## src/rtl/lfsr_tg_pkg.sv

```systemverilog
// Shared constants, state type and step function for the LFSR raster timer.
// Assumes a 16-bit Fibonacci register with taps at bits 15, 4, 2 and 1.
package lfsr_tg_pkg;
    localparam int          LFSR_W  = 16;
    localparam int          MODE_W  = 8;
    localparam logic [LFSR_W-1:0] LFSR_SEED = 16'hFFFF;
    localparam logic [LFSR_W-1:0] LFSR_TAPS = 16'h8016;

    localparam logic [MODE_W-1:0] MODE_SUSPEND  = 8'h01;
    localparam logic [MODE_W-1:0] MODE_STANDBY  = 8'h05;
    localparam logic [MODE_W-1:0] MODE_POWEROFF = 8'h07;

    typedef logic [LFSR_W-1:0] lfsr_t;

    // One step: shift left, feed back the XOR of the tapped bits into bit 0.
    function automatic lfsr_t lfsr_step(input lfsr_t s);
        return {s[LFSR_W-2:0], ^(s & LFSR_TAPS)};
    endfunction
endpackage

```

## src/rtl/lfsr_axis_ctr.sv

```systemverilog
// One raster axis counted in LFSR state space.
// Steps when adv is high; reloads the seed when it steps from end_val.
// Assumes end_val is reachable from the seed.
module lfsr_axis_ctr
    import lfsr_tg_pkg::*;
(
    input  logic  clk,
    input  logic  rst_n,
    input  logic  adv,
    input  lfsr_t end_val,
    output lfsr_t state,
    output logic  wrap
);
    lfsr_t state_q;

    assign state = state_q;
    assign wrap  = adv && (state_q == end_val);

    // Axis state: seed on reset or wrap, next LFSR state on advance.
    always_ff @(posedge clk) begin
        if (!rst_n)
            state_q <= LFSR_SEED;
        else if (adv)
            state_q <= wrap ? LFSR_SEED : lfsr_step(state_q);
    end

    // a wrap always lands on the seed
    a_r3_reload_seed: assert property (@(posedge clk) disable iff (!rst_n)
        wrap |=> (state_q == LFSR_SEED));

    // without an advance the axis holds its position
    a_r4_hold_idle: assert property (@(posedge clk) disable iff (!rst_n)
        !adv |=> $stable(state_q));
endmodule

```

## src/rtl/lfsr_window.sv

```systemverilog
// Open/close window over unordered LFSR states.
// act is high from the state matching open_val up to (not including) the
// state matching close_val; open wins if both match. The flag is updated
// on adv and cleared when clr accompanies it (end of line or frame).
module lfsr_window
    import lfsr_tg_pkg::*;
(
    input  logic  clk,
    input  logic  rst_n,
    input  logic  adv,
    input  logic  clr,
    input  lfsr_t state,
    input  lfsr_t open_val,
    input  lfsr_t close_val,
    output logic  act
);
    logic flag_q;

    // Window status at the current state, falling back to the held flag.
    always_comb begin
        if (state == open_val)
            act = 1'b1;
        else if (state == close_val)
            act = 1'b0;
        else
            act = flag_q;
    end

    // Held flag: carries the window status to the following positions.
    always_ff @(posedge clk) begin
        if (!rst_n)
            flag_q <= 1'b0;
        else if (adv)
            flag_q <= clr ? 1'b0 : act;
    end

    // the flag only moves on its axis advance
    a_r5_flag_hold: assert property (@(posedge clk) disable iff (!rst_n)
        !adv |=> $stable(flag_q));
endmodule

```

## src/rtl/lfsr_timing_gen.sv

```systemverilog
// Raster timing generator counting pixels and lines with LFSRs.
// All position inputs are LFSR states (position n = n steps from the seed)
// and are assumed stable while the raster runs. Outputs are registered.
module lfsr_timing_gen
    import lfsr_tg_pkg::*;
(
    input  logic              clk,
    input  logic              rst_n,
    input  logic [LFSR_W-1:0] h_act_start,
    input  logic [LFSR_W-1:0] h_act_stop,
    input  logic [LFSR_W-1:0] h_last,
    input  logic [LFSR_W-1:0] h_pulse_on,
    input  logic [LFSR_W-1:0] h_pulse_off,
    input  logic [LFSR_W-1:0] v_act_start,
    input  logic [LFSR_W-1:0] v_act_stop,
    input  logic [LFSR_W-1:0] v_last,
    input  logic [LFSR_W-1:0] v_pulse_on,
    input  logic [LFSR_W-1:0] v_pulse_off,
    input  logic [MODE_W-1:0] blank_mode,
    output logic              hsync_o,
    output logic              vsync_o,
    output logic              de_o,
    output logic              frame_start_o
);
    lfsr_t h_state, v_state;
    logic  h_wrap, v_wrap;
    logic  h_de, v_de, h_sy, v_sy;
    logic  sync_off;

    lfsr_axis_ctr u_hctr (
        .clk(clk), .rst_n(rst_n), .adv(1'b1), .end_val(h_last),
        .state(h_state), .wrap(h_wrap)
    );

    lfsr_axis_ctr u_vctr (
        .clk(clk), .rst_n(rst_n), .adv(h_wrap), .end_val(v_last),
        .state(v_state), .wrap(v_wrap)
    );

    lfsr_window u_hde (
        .clk(clk), .rst_n(rst_n), .adv(1'b1), .clr(h_wrap),
        .state(h_state), .open_val(h_act_start), .close_val(h_act_stop),
        .act(h_de)
    );

    lfsr_window u_vde (
        .clk(clk), .rst_n(rst_n), .adv(h_wrap), .clr(v_wrap),
        .state(v_state), .open_val(v_act_start), .close_val(v_act_stop),
        .act(v_de)
    );

    lfsr_window u_hsy (
        .clk(clk), .rst_n(rst_n), .adv(1'b1), .clr(h_wrap),
        .state(h_state), .open_val(h_pulse_on), .close_val(h_pulse_off),
        .act(h_sy)
    );

    lfsr_window u_vsy (
        .clk(clk), .rst_n(rst_n), .adv(h_wrap), .clr(v_wrap),
        .state(v_state), .open_val(v_pulse_on), .close_val(v_pulse_off),
        .act(v_sy)
    );

    // Blanking decode: the three power-saving codes silence both syncs.
    always_comb begin
        sync_off = (blank_mode == MODE_SUSPEND) ||
                   (blank_mode == MODE_STANDBY) ||
                   (blank_mode == MODE_POWEROFF);
    end

    // Output registers: one clock after the position they describe.
    always_ff @(posedge clk) begin
        if (!rst_n) begin
            hsync_o       <= 1'b0;
            vsync_o       <= 1'b0;
            de_o          <= 1'b0;
            frame_start_o <= 1'b0;
        end else begin
            hsync_o       <= h_sy && !sync_off;
            vsync_o       <= v_sy && !sync_off;
            de_o          <= h_de && v_de;
            frame_start_o <= v_wrap;
        end
    end

    // a suppressing mode leaves both syncs low on the next clock
    a_r8_blank_syncs: assert property (@(posedge clk) disable iff (!rst_n)
        sync_off |=> (!hsync_o && !vsync_o));

    // frame start lasts one clock when a line is longer than one clock
    a_r9_fs_single: assert property (@(posedge clk) disable iff (!rst_n)
        (frame_start_o && (h_last != LFSR_SEED)) |=> !frame_start_o);
endmodule

```

## config.mk

```make
export PLATFORM = sky130hd
export DESIGN_NAME = lfsr_timing_gen
export DESIGN_NICKNAME = d
export VERILOG_FILES = /design/src/rtl/lfsr_tg_pkg.sv /design/src/rtl/lfsr_axis_ctr.sv /design/src/rtl/lfsr_window.sv /design/src/rtl/lfsr_timing_gen.sv
export SDC_FILE = /design/constraint.sdc
export NUM_CORES = 1
export LEC_CHECK = 0
export BUFFER_PORTS_ARGS = -buffer_cell sky130_fd_sc_hd__buf_4
export CORE_MARGIN = 1
export CORE_UTILIZATION = 46
export DETAILED_ROUTE_END_ITERATION = 10
export PLACE_DENSITY = 0.88
export SYNTH_ARGS = -nofsm -noshare
export SYNTH_HDL_FRONTEND = slang
export SYNTH_SLANG_ARGS = --single-unit
```

## constraint.sdc

```tcl
create_clock -name clk -period 1.9 [get_ports clk]
set_input_delay 0 -clock clk [delete_from_list [all_inputs] [get_ports clk]]
set_output_delay 0 -clock clk [all_outputs]
set_load 0.005 [all_outputs]
```

==> metrics.md <==
| Metric | Value |
|---|---|
| Outcome | complete, no violations |
| Avg Cell Area, Syn | 9.23 sq um |
| Post-detailed-route via-to-cell ratio | 5.39 |
| Area of the core | 0.00676 sq mm |
| Worst ir drop on vdd | approximately 0.00027 V |
| Core utilization of the finished layout | 0.693 |
| Total congestion overflow | 0 |
| H-tree level count | 2 |
| Crit Path Max Fanout | 16 |
| Post-route minimum period | 1.83 ns |
| Total number of nets in the final design | 691 |
| Achievable clock frequency | 545 MHz |
| Least-Margin Pin Slew | ~0.51 ns |
| Largest cells by area after synthesis | xor2_1 27%, dfxtp_1 25%, xnor2_1 18% |
| Number of global-route vias before repair | 3,306 |
| Filler Cells Inserted | 520 |
| Setup skew after layout | 0.00734 ns |
| Final-layout setup total negative slack | 0 ns |
| Largest area contributor in the synthesized netlist | xor2_1 |
| Crit path required time | 2.13 ns |
| Total wirelength of the detailed-routed design | approximately 11,000 um |
| Final setup violating endpoints | 0 |
| Number of iterations in the first detailed-routing pass | 4 |
| Fraction of layout cells with a size suffix above 1 | 0.418 |
| Chip height | 85.5 um |
| Headroom to the max-slew limit | 0.656 |
| Most common cell after layout, fill and taps aside | buf_4 |
| Cell count after synthesis | 347 |
| Data arrival time of the worst path | 2.07 ns |
| Clock latency at the later pin of the worst-skew pair | 0.29 ns |
| Area Overhead vs Synth | 46.2% |
| Final period util | 0.965 |
| Initial core utilization | 0.474 |
| Remaining number of nets flagged by the antenna check after routing | 0 |
| Die outline width | about 85 um |
| Synthesis warning total | 0 |
| Kind of capture point of the worst setup path | flop |
| Worst Setup Start Kind | flop |
| Leakage | 1.83 nW |
| # IOs | 174 |
| Global-route wire length before repair | 15,600 um |
| CTS buffer count | 5 |
| Clock transition at the registers of the reported paths | 0.07 ns |
| Total power per unit cell area | between 400 and 500 mW/mm^2 |
| Die ar. | 0.00730 sq mm |
| Clock root buffer | clkbuf_8 |
| Number of distinct library cells after synthesis | 29 |
| Post-Syn Nets | 517 |
| Via Count | 3,242 |
| Gpl congestion | between 0.9 and 1 |
| Post-CTS setup repair buffer count | 0 |
| DRC violation count after routing | 0 |
| CTS tree | done |
| Post-synthesis instance area | 0.00320 sq mm |
| Path type of the worst min-delay path | input port to flop |
| Share of Yosys cell area claimed by the top area cell type | 0.273 |
| Largest net degree at the start of global routing | 19 |
| Number of buffers inserted by port buffering | 173 |
| Count of state elements after synthesis | 40 |
| Wirelength per Cell | 17.5 um |
| Most used cells in the layout excluding fill and tap cells | 204 x buf_4, 100 x xor2_1, 66 x xnor2_1 |
| Overall Global Routing Usage | 0.282 |
| Final Hold Violating Endpoints | 0 |
| RSZ-0062 raised after global routing | no |
| Num Clock Sinks | 40 |
| Final max-slew violation count | 0 |
| Category of the most critical setup path | flop to flop |
| Antenna fix cells | 0 |
| Largest buffer count on any clock path | 2 |
| Initial drt markers | roughly 120 |
| HPWL after DPL | 8750 um |
| Standard-cell row count | 30 |
| Sequential-to-total area share from yosys stat | 0.250 |
| Number of max-cap violations | 0 |
| Initial antenna violation count | 0 |
[cell usage after synthesis]
library cell	n
inv_1	1
a32o_1	1
dfxtp_1	40
xnor2_1	66
clkbuf_1	1
nand4_1	22
a2bb2oi_2	1
buf_6	8
o22a_1	15
buf_2	25
nor4_2	1
nor4_1	26
buf_4	4
o41ai_1	2
nand2_2	1
nand3_4	1
o21ai_1	1
nand2_1	2
a21oi_1	3
xor2_1	100
nand2b_1	1
nand4b_1	1
nor3_1	1
nor2_1	3
nand3_1	2
a221oi_1	1
and4_1	1
or3_1	15
and3_1	1
[metrics by stage]
step	setup slack (ns)	hold WS (ns)	std cells	total power, mW	area [sq um]
floorplan	0.192	0.229	347	1.07	3200
global placement	0.0317	0.253	593	1.40	4590
detailed placement	0.00660	0.255	593	1.41	4590
CTS	0.0807	0.0459	601	1.93	4680
global route	0.0116	0.0655	601	2.01	4680
finish	0.0666	0.0482	601	1.92	4680
[power breakdown]
| part | switching (mW) | internal [mW] |
|---|---|---|
| clock network | 0.275 | 0.249 |
| registers | 0.00428 | 0.844 |
| logic | 0.201 | 0.346 |
[state kept, by name (all words and copies together), names as in the netlist]
register / count
u_hsy.flag_q: 1
u_hctr.state: 16
u_vde.flag_q: 1
frame_start_o: 1
u_vctr.state: 16
de_o: 1
u_hde.flag_q: 1
hsync_o: 1
vsync_o: 1
u_vsy.flag_q: 1
[final cells by class]
| type | count | area, sq um | area share |
|---|---|---|---|
| clock buffer | 6 | 72.6 | 0.0155 |
| timing repair buffer | 205 | 1540 | 0.329 |
| clock inverter | 1 | 5.00 | 0.00107 |
| inverter | 1 | 3.75 | 0.000801 |
| sequential | 40 | 805 | 0.172 |
| multi-input combinational | 268 | 2160 | 0.460 |
| tap | 80 | 100 | 0.0214 |
[path summary, 6_finish.rpt]
check	start	to	slack [ns]	cells past startpoint
setup / recovery	u_vctr.state[15]	u_vctr.state[10]	0.07	6
hold / removal	blank_mode[6]	vsync_o	0.05	4
setup reg to reg	u_vctr.state[15]	u_vctr.state[10]	0.07	6
hold reg to reg	u_vsy.flag_q	u_vsy.flag_q	0.48	2
[what timing repair did]
item	CTS	global route
endpoints found under the setup margin	4	15
resized for setup	1	3
hold buffers	1	0
hold endpoints to repair	1	0
[layer usage]
metal	vias to the layer above	wire (um)	share of wire	global-route usage
li1	1523	-	-	-
met1	1496	4010	0.38	0.304
met2	189	5210	0.49	0.507
met3	34	844	0.080	0.0681
met4	0	478	0.045	0.153
met5	-	0	0	0
[worst max-delay path, cell delays in order (launching register included)]
cell and delay (ns):
dfxtp_1 0.57, xor2_1 0.12, nor4_1 0.33, nand4_1 0.20
buf_4 0.20, nand3_4 0.19, o22a_1 0.18
[cell families (layout without fill, tap and decap cells)]
family	after synthesis	after routing	share of synthesized area
xor+xnor	166	166	0.454
flops	40	40	0.250
simple gates	78	78	0.154
compound gates	24	24	0.0633
buf+inv	39	213	0.0789
Note: power is estimated with default switching activity, not from simulation.
